$ cat config.mk
export PLATFORM = sky130hd
export DESIGN_NAME = regbank_2r1w
export DESIGN_NICKNAME = d
export VERILOG_FILES = /design/src/rtl/regbank_pkg.sv /design/src/rtl/regbank_cell.sv /design/src/rtl/regbank_wdec.sv /design/src/rtl/regbank_rmux.sv /design/src/rtl/regbank_2r1w.sv
export SDC_FILE = /design/constraint.sdc
export NUM_CORES = 1
export LEC_CHECK = 0
export ABC_AREA = 1
export BUFFER_PORTS_ARGS = -buffer_cell sky130_fd_sc_hd__buf_2
export CAP_MARGIN = 5
export CORE_UTILIZATION = 60
export CTS_CLUSTER_DIAMETER = 100
export DETAILED_ROUTE_END_ITERATION = 7
export PLACE_DENSITY_LB_ADDON = 0.2
export SLEW_MARGIN = 20
export SYNTH_ARGS = -nofsm -noshare
export SYNTH_HDL_FRONTEND = slang
export SYNTH_HIERARCHICAL = 1
export SYNTH_SLANG_ARGS = --single-unit
$ cat constraint.sdc
create_clock -name clk -period 1.7 [get_ports clk]
set_clock_uncertainty 0.2 [all_clocks]
set_input_delay 0.34 -clock clk [delete_from_list [all_inputs] [get_ports clk]]
set_output_delay 0.34 -clock clk [all_outputs]
set_load 0.03 [all_outputs]
$ cat src/rtl/regbank_pkg.sv
package regbank_pkg;
    localparam int unsigned RB_DEF_WIDTH = 16;
    localparam int unsigned RB_DEF_DEPTH = 8;

    // condition of one storage entry, used for documentation of transitions
    typedef enum logic [1:0] {
        ENT_CLEARED = 2'd0,
        ENT_LOADED  = 2'd1
    } entry_state_e;
endpackage

$ cat src/rtl/regbank_cell.sv
module regbank_cell #(
    parameter int unsigned WIDTH = 16
) (
    input  logic             clk,
    input  logic             rst,
    input  logic             load,
    input  logic [WIDTH-1:0] d,
    output logic [WIDTH-1:0] q
);
    logic [WIDTH-1:0] q_r;

    always_ff @(posedge clk) begin
        if (rst) begin
            q_r <= '0;
        end else if (load) begin
            q_r <= d;
        end
    end

    assign q = q_r;

    // no load means the value is held
    a_r3_hold_unloaded: assert property (@(posedge clk) disable iff (rst)
        (!$past(load) && !$past(rst)) |-> (q == $past(q)));
endmodule

$ cat src/rtl/regbank_wdec.sv
module regbank_wdec #(
    parameter int unsigned DEPTH = 8,
    localparam int unsigned SEL_W = (DEPTH > 1) ? $clog2(DEPTH) : 1
) (
    input  logic             clk,
    input  logic             rst,
    input  logic             wr_en,
    input  logic [SEL_W-1:0] wr_sel,
    output logic [DEPTH-1:0] load_vec
);
    for (genvar gi = 0; gi < DEPTH; gi++) begin : g_dec
        assign load_vec[gi] = wr_en && (wr_sel == SEL_W'(gi));
    end

    // at most one register is loaded per edge
    a_r3_one_load: assert property (@(posedge clk) disable iff (rst)
        $onehot0(load_vec));
endmodule

$ cat src/rtl/regbank_rmux.sv
module regbank_rmux #(
    parameter int unsigned WIDTH = 16,
    parameter int unsigned DEPTH = 8,
    localparam int unsigned SEL_W = (DEPTH > 1) ? $clog2(DEPTH) : 1
) (
    input  logic [DEPTH-1:0][WIDTH-1:0] bank,
    input  logic [SEL_W-1:0]            sel,
    output logic [WIDTH-1:0]            dout
);
    always_comb begin
        dout = '0;
        for (int i = 0; i < DEPTH; i++) begin
            if (sel == SEL_W'(i)) begin
                dout = bank[i];
            end
        end
    end
endmodule

$ cat src/rtl/regbank_2r1w.sv
module regbank_2r1w
    import regbank_pkg::*;
#(
    parameter int unsigned WIDTH = RB_DEF_WIDTH,
    parameter int unsigned DEPTH = RB_DEF_DEPTH,
    localparam int unsigned SEL_W = (DEPTH > 1) ? $clog2(DEPTH) : 1
) (
    input  logic             clk,
    input  logic             rst,
    input  logic             wr_en,
    input  logic [SEL_W-1:0] wr_sel,
    input  logic [WIDTH-1:0] wr_data,
    input  logic [SEL_W-1:0] rdA_sel,
    output logic [WIDTH-1:0] rdA_data,
    input  logic [SEL_W-1:0] rdB_sel,
    output logic [WIDTH-1:0] rdB_data
);
    logic [DEPTH-1:0]            load_vec;
    logic [DEPTH-1:0][WIDTH-1:0] bank;

    regbank_wdec #(.DEPTH(DEPTH)) u_wdec (
        .clk      (clk),
        .rst      (rst),
        .wr_en    (wr_en),
        .wr_sel   (wr_sel),
        .load_vec (load_vec)
    );

    for (genvar gi = 0; gi < DEPTH; gi++) begin : g_cell
        regbank_cell #(.WIDTH(WIDTH)) u_cell (
            .clk  (clk),
            .rst  (rst),
            .load (load_vec[gi]),
            .d    (wr_data),
            .q    (bank[gi])
        );
    end

    regbank_rmux #(.WIDTH(WIDTH), .DEPTH(DEPTH)) u_rmux_a (
        .bank (bank),
        .sel  (rdA_sel),
        .dout (rdA_data)
    );

    regbank_rmux #(.WIDTH(WIDTH), .DEPTH(DEPTH)) u_rmux_b (
        .bank (bank),
        .sel  (rdB_sel),
        .dout (rdB_data)
    );

    // a write lands in the selected register
    a_r2_write_lands: assert property (@(posedge clk) disable iff (rst)
        ($past(wr_en) && !$past(rst)) |-> (bank[$past(wr_sel)] == $past(wr_data)));

    // the cycle after reset is released, the whole bank is zero
    a_r1_reset_clears: assert property (@(posedge clk) disable iff (rst)
        $fell(rst) |-> (bank == '0));
endmodule

==> results.tsv, run 1 <==
stage	metric	value	unit
run_status	result of the run	finished, violations left	
run_status	violations in the final reports	DRC, setup timing	
pwr	power density relative to cell area	822.9	nW/um^2
placed_design	input/output buffers	59	
floorplanning	horizontal die dimension	115.8	um
worst_setup_path	capture point of the worst reg-to-reg path	g_cell[1].u_cell/q[4]$_SDFFE_PP0P_	
global_routing	Remaining Overflow, GRT	0	
logic_synthesis	post-synth cell types	17	
worst_setup_path	Max FO, Critical Path	3	
detailed_routing	number of design rule violations left after detail routing	4	
timing	share of the clock period used by the worst path after layout	122.4	%
hold_path	worst min-delay path category	in2reg	
clock_network	clk_lat worst skew	420	ps
pwr	portion of total power attributed to the clock network	43.2	%
finish	Ant. Diodes	0	
logic_synthesis	Post-synth EDFFs	0	
clock_network	number of CTS-inserted buffers	17	
worst_setup_path	data required time of the critical path	1160	ps
run	number of maximum-capacitance constraint violations	0	
worst_setup_path	cells on worst reg2reg path	3	
logic_synthesis	post-synthesis average cell area	6.122	um^2
finish	leading cell types in the layout, fill and taps excluded	354 x sky130_fd_sc_hd__nand2_1, 302 x sky130_fd_sc_hd__nor2_1, 171 x sky130_fd_sc_hd__inv_1	
logic_synthesis	leading area contributor after synthesis	sky130_fd_sc_hd__dfxtp_1	
pwr	Static Leak	0.004355	uW
floorplanning	initial core utilization	61.56	%
pwr	Sequential Power Share	40.8	%
clock_network	quantity of hold-fixing buffers added after cts	0	
logic_synthesis	number of register bits inferred by synthesis	128	
timing	number of endpoints failing setup at the final stage	32	
global_routing	number of antenna violations at the first check in global routing	0	
placed_design	RD Place Congestion	0.9438	
logic_synthesis	number of instances in the synthesized netlist	1269	
floorplanning	core footprint	12620	um^2
logic_synthesis	share of Yosys cell area claimed by the top area cell type	32.98	%
floorplanning	floorplan row count	41	
timing	RSZ-0062 raised after global routing	yes	
pwr	Switching Power	2208	uW
floorplanning	Die Area	13410	um^2
global_routing	first-pass GRT wire length	39170	um
clock_network	TritonCTS clock tree	yes	
logic_synthesis	primary flip-flop cell chosen by synthesis mapping	sky130_fd_sc_hd__dfxtp_1	
timing	Slew headroom	53.98	%
timing	maximum clock rate	480.5	MHz
finish	growth of design area from synthesis to finish	23.08	%
global_routing	GRT Util Overall	38.70	%
worst_setup_path	worst reg2reg setup slack	760	ps
clock_network	clock-pin slew reported for the worst setup and hold paths after clock tree synthesis	50	ps
worst_setup_path	crit end category	primary output	
finish	fill cell instance count of the final layout	974	
global_routing	maximum number of pins on one net before global-route repair	34	
logic_synthesis	Yosys Warn Count	6	
pwr	switching fraction of total power	28.05	%
pwr	proportion of power drawn by combinational gates	16.1	%
logic_synthesis	Seq/Total Area, Yosys	32.98	%
placed_design	instance area after placement	8429	um^2
worst_setup_path	startpoint class of the critical path	register	
worst_setup_path	critical register-to-register path startpoint	g_cell[1].u_cell/q[4]$_SDFFE_PP0P_	
finish	final design area excluding fillers	9562	um^2
logic_synthesis	cell area after technology mapping	7769	um^2
logic_synthesis	ranking of synthesized cells by area	sky130_fd_sc_hd__dfxtp_1 33%, sky130_fd_sc_hd__nand2_1 17%, sky130_fd_sc_hd__nor2_1 15%	
finish	share of the core filled with cells	75.77	%
detailed_routing	antenna-violating nets left	0	
floorplanning	io pins	60	
detailed_routing	average via count per standard cell	5.616	
pwr	maximum VDD drop	0.0007341	V
hold_path	hold path startpoint	wr_data[0]	
finish	number of nets in the finished design	1366	
timing	Final Hold Fails	0	
timing	Least-Margin Pin Slew	689.5	ps
pwr	Internal Pwr Total	5661	uW
detailed_routing	mean routed wirelength per cell	16.67	um
finish	flip-flop count of the largest register, all copies and words added	128	
timing	minimum clock period	2081	ps
clock_network	clock root buffer	sky130_fd_sc_hd__clkbuf_16	
logic_synthesis	share of synthesized registers carrying an async set or reset	0	%
global_routing	vias in the first global route	7772	
clock_network	Max clock buf depth	2	
detailed_routing	number of DRC markers after the initial detailed-route iteration	1114	
clock_network	number of clock sinks seen by CTS	128	
timing	max-slew violation count	0	
logic_synthesis	Post-Synthesis Net Count	1297	
hold_path	worst hold path cell count	5	
detailed_routing	total via count after detailed routing	8553	
detailed_routing	final routed wirelength across all metal layers	25390	um
timing	Setup WS post-layout	-381.0	ps
placed_design	Detailed Place HPWL	15150	um
worst_setup_path	Worst Setup Path Type	reg2out	
floorplanning	vertical die dimension	115.8	um
clock_network	H-tree Lvls	4	
finish	most common cell after layout, fill and taps aside	sky130_fd_sc_hd__nand2_1	
detailed_routing	number of search-and-repair iterations in the first detailed-routing pass	8	
hold_path	Hold EP	g_cell[3].u_cell/q[0]$_SDFFE_PP0P_	
finish	share of layout cells above drive strength 1	19.47	%
worst_setup_path	data arrival time of the critical path	1540	ps
-- routing by layer --
layer / vias up / routed length (um) / global-route usage, %
met1: 3792 / 9631 / 45.71
li1: 4089 / - / -
met3: 120 / 2480 / 8.839
met4: 0 / 1633 / 31.20
met5: - / 0 / 0
met2: 552 / 11650 / 60.44
-- metrics by stage --
step | setup TNS, ps | hold WS (ps) | total power [uW] | instances | worst slack [ps]
after floorplan | -1791 | 262.7 | 4003 | 1269 | -61.95
after global placement | -10750 | 272.9 | 4322 | 1471 | -352.9
after detailed placement | -11810 | 275.5 | 4344 | 1471 | -413.8
after CTS | -8313 | 91.47 | 7825 | 1522 | -325.1
after global routing | -10280 | 114.0 | 8118 | 1523 | -453.3
final | -9031 | 98.46 | 7869 | 1523 | -381.0
-- repair_timing --
| action | CTS | global route |
|---|---|---|
| hold endpoints to repair | 0 | 0 |
| cloned | 2 | 0 |
| endpoints found under the setup margin | 32 | 32 |
| pin swaps | 72 | 52 |
| resized for setup | 152 | 15 |
| setup buffers | 17 | 5 |
-- worst max-delay path, stage by stage (launching register included) --
cell and delay [ps]:
sky130_fd_sc_hd__dfxtp_2 330, sky130_fd_sc_hd__nand4_1 90, sky130_fd_sc_hd__nand4_1 200, sky130_fd_sc_hd__nor2_1 190
sky130_fd_sc_hd__nand4_1 140, sky130_fd_sc_hd__buf_6 160
-- logic make-up after synthesis --
group | count (synthesis) | synth area share (%)
buffers and inverters | 253 | 16.48
DFF | 128 | 32.98
and+or+nand+nor | 888 | 50.54
-- power by group through the flow --
stage	Sequential [uW]	Clock, uW	Combinational, uW
2_1_floorplan	3230	0	773
3_3_place_gp	3250	0	1070
3_5_place_dp	3250	0	1090
4_1_cts	3200	3390	1230
5_1_grt	3220	3540	1360
6_report	3210	3400	1260
-- final cells by class --
type                    instances  area [um^2]  area share, %
clock buffers                  25        475.5          4.973
multi-input cells             888         4025          42.10
repair buffers                126         1456          15.23
clock inverters                 7        60.06         0.6281
flip-flops and latches        128         2633          27.53
inverters                     177        696.9          7.289
well taps                     172        215.2          2.251
-- how the worst max path moves through the flow --
stage,from,to,depth (start not counted)
3_3_place_gp,rdB_sel[1],rdB_data[10],7
5_1_grt,g_cell[3].u_cell/q[8]$_SDFFE_PP0P_,rdB_data[8],5
4_1_cts,g_cell[3].u_cell/q[4]$_SDFFE_PP0P_,rdB_data[4],5
6_report,g_cell[3].u_cell/q[7]$_SDFFE_PP0P_,rdA_data[7],5
2_1_floorplan,rdA_sel[1],rdA_data[10],6
3_5_place_dp,rdA_sel[1],rdA_data[11],7
-- synth_stat cells (6+ instances only) --
cell type	count
sky130_fd_sc_hd__nand2_1	358
sky130_fd_sc_hd__nor2_1	312
sky130_fd_sc_hd__inv_1	171
sky130_fd_sc_hd__nand4_1	160
sky130_fd_sc_hd__dfxtp_1	128
sky130_fd_sc_hd__buf_6	34
sky130_fd_sc_hd__nand3_1	32
sky130_fd_sc_hd__buf_2	18
sky130_fd_sc_hd__nor2_2	16
sky130_fd_sc_hd__clkbuf_1	14
sky130_fd_sc_hd__buf_4	10
sky130_fd_sc_hd__nor3_4	6
Note: power is estimated with default switching activity, not from simulation.
==> run 2: changes to the inputs <==
GPL_TIMING_DRIVEN = 0   (was not set)
==> results.tsv, run 2 (synthesis results as in run 1) <==
stage	metric	value	unit	change
run_status	result of the run	finished, violations left		
run_status	violations in the final reports	DRC, setup timing		
worst_setup_path	master of the slowest instance on the critical path	sky130_fd_sc_hd__clkbuf_2		
pwr	maximum VDD drop	0.0006920	V	-5.7%
pwr	post-route total power	8363	uW	+6.3%
global_routing	GRT Util Overall	40.24	%	+1.5 points
finish	most common cell after layout, fill and taps aside	sky130_fd_sc_hd__nand2_1		
timing	minimum clock period	2096	ps	+14.64 ps
worst_setup_path	series of cell instances along the critical path	buf_12 -> clkbuf_2 -> nand4_1 -> nand4_1 -> nor2_1 -> nand4_1 -> buf_6		
placed_design	RD Place Congestion	0.9185		-2.7%
global_routing	vias in the first global route	7831		+0.76%
timing	share of the clock period used by the worst path after layout	123.3	%	+0.86 points
clock_network	number of CTS-inserted buffers	17		unchanged
finish	Ant. Diodes	0		unchanged
clock_network	number of clock sinks seen by CTS	128		unchanged
detailed_routing	number of design rule violations left after detail routing	1		-3
worst_setup_path	Worst Setup Path Type	in2out		
placed_design	Place WS	-412.3	ps	+1.447 ps
clock_network	clk_lat worst skew	430	ps	about the same
pwr	power density relative to cell area	845.5	nW/um^2	+2.7%
clock_network	clock root buffer	sky130_fd_sc_hd__clkbuf_16		
floorplanning	vertical die dimension	115.8	um	unchanged
floorplanning	horizontal die dimension	115.8	um	unchanged
detailed_routing	number of DRC markers after the initial detailed-route iteration	1364		+22%
worst_setup_path	Largest stage delay, worst path	230	ps	-100 ps
placed_design	input/output buffers	55		-6.8%
hold_path	worst min-delay path category	in2reg		
finish	leading cell types in the layout, fill and taps excluded	358 x sky130_fd_sc_hd__nand2_1, 300 x sky130_fd_sc_hd__nor2_1, 171 x sky130_fd_sc_hd__inv_1		
floorplanning	Die Area	13410	um^2	unchanged
global_routing	number of antenna violations at the first check in global routing	0		unchanged
clock_network	Max clock buf depth	2		unchanged
timing	maximum clock rate	477.2	MHz	-0.70%
global_routing	first-pass GRT wire length	40640	um	+3.8%
timing	Least-Margin Pin Slew	646.9	ps	-42.62 ps
finish	number of nets in the finished design	1403		+2.7%
timing	Hold WS	105.1	ps	+6.597 ps
detailed_routing	antenna-violating nets left	0		unchanged
placed_design	Detailed Place HPWL	18020	um	+19%
pwr	Static Leak	0.004599	uW	+5.6%
floorplanning	core footprint	12620	um^2	unchanged
floorplanning	initial core utilization	61.56	%	unchanged
worst_setup_path	most frequent cell on the critical path	sky130_fd_sc_hd__nand4_1		
clock_network	TritonCTS clock tree	yes		
detailed_routing	number of search-and-repair iterations in the first detailed-routing pass	8		unchanged
worst_setup_path	worst reg2reg setup slack	770	ps	about the same
finish	flip-flop count of the largest register, all copies and words added	128		unchanged
worst_setup_path	startpoint class of the critical path	input port		
finish	growth of design area from synthesis to finish	27.33	%	
run	number of maximum-capacitance constraint violations	0		unchanged
finish	share of the core filled with cells	78.39	%	+2.6 points
timing	max-slew violation count	0		unchanged
timing	Slew headroom	56.71	%	+2.7 points
clock_network	quantity of hold-fixing buffers added after cts	0		unchanged
detailed_routing	total via count after detailed routing	9077		+6.1%
worst_setup_path	data required time of the critical path	1160	ps	about the same
detailed_routing	average via count per standard cell	5.822		+3.7%
worst_setup_path	Max FO, Critical Path	10		+7
timing	setup TNS after final layout	-9973	ps	-942.0 ps
detailed_routing	final routed wirelength across all metal layers	27530	um	+8.4%
finish	share of layout cells above drive strength 1	19.97	%	+0.50 points
timing	Final Hold Fails	0		unchanged
timing	number of endpoints failing setup at the final stage	32		unchanged
floorplanning	floorplan row count	41		unchanged
detailed_routing	mean routed wirelength per cell	17.66	um	+5.9%
global_routing	Remaining Overflow, GRT	0		unchanged
timing	Setup WS post-layout	-395.6	ps	-14.64 ps
worst_setup_path	data arrival time of the critical path	1560	ps	+20 ps
timing	RSZ-0062 raised after global routing	yes		
floorplanning	io pins	60		unchanged
clock_network	clock-pin slew reported for the worst setup and hold paths after clock tree synthesis	60	ps	about the same
global_routing	maximum number of pins on one net before global-route repair	17		-50%
clock_network	H-tree Lvls	4		unchanged
worst_setup_path	crit end category	primary output		
==> run 2: cell count changes in the layout (fill, tap and decap cells not counted), sizes merged <==
| cell | change |
|---|---|
| clkinv | -3 |
| clkbuf | +14 |
| clkinvlp | +3 |
| bufinv | +2 |
| buf | +20 |
==> run 2: layer usage <==
metal | wire [um] | track usage, % | vias up
li1 | - | - | 4174
met1 | 10310 | 51.21 | 3988
met2 | 11980 | 62.38 | 709
met3 | 3362 | 8.577 | 206
met4 | 1872 | 24.96 | 0
met5 | 0 | 0 | -
==> run 2: timing repair <==
action / in CTS / in global routing
gates resized for setup: 118 / 39
setup buffers: 16 / 6
cloned: 5 / 5
pin swaps: 63 / 68
setup endpoints to repair: 32 / 32
==> run 2: path summary, 6_finish.rpt <==
path                                                          from                                   to  cells after the start
worst max-delay path                                    rdB_sel[0]                          rdB_data[2]                      7
worst min register to register  g_cell[4].u_cell/q[8]$_SDFFE_PP0P_   g_cell[4].u_cell/q[8]$_SDFFE_PP0P_                      2
worst min-delay path                                   wr_data[15]  g_cell[4].u_cell/q[15]$_SDFFE_PP0P_                      5
worst max register to register  g_cell[2].u_cell/q[2]$_SDFFE_PP0P_   g_cell[2].u_cell/q[2]$_SDFFE_PP0P_                      2
==> run 2: final cells by class <==
class / count / area, um^2
Clock inverter: 9 / 131.4
Timing Repair Buffer: 87 / 913.4
Fill cell: 940 / 2728
Tap cell: 172 / 215.2
Clock buffer: 22 / 484.2
Sequential cell: 128 / 2609
Buffer: 76 / 848.3
Multi-Input combinational cell: 888 / 3991
Inverter: 177 / 699.4
==> run 2: report_power, final <==
part | total [uW] | switching [uW] | internal (uW) | leakage [uW]
Clock | 3820 | 1370 | 2450 | 0.000294
Sequential | 3210 | 94.3 | 3110 | 0.00106
Combinational | 1340 | 823 | 514 | 0.00325
==> run 2: metrics by stage <==
step                      instance area (um^2)  cells
after floorplan                           7954   1269
after global placement                    8444   1496
after detailed placement                  8444   1496
after CTS                                 9607   1548
after global routing                      9892   1559
final                                     9892   1559
==> run 2: critical path, delay by kind of cell <==
kind	cells	cell delay, ps
buffers and inverters	3	530
AND/OR/NAND/NOR	4	680
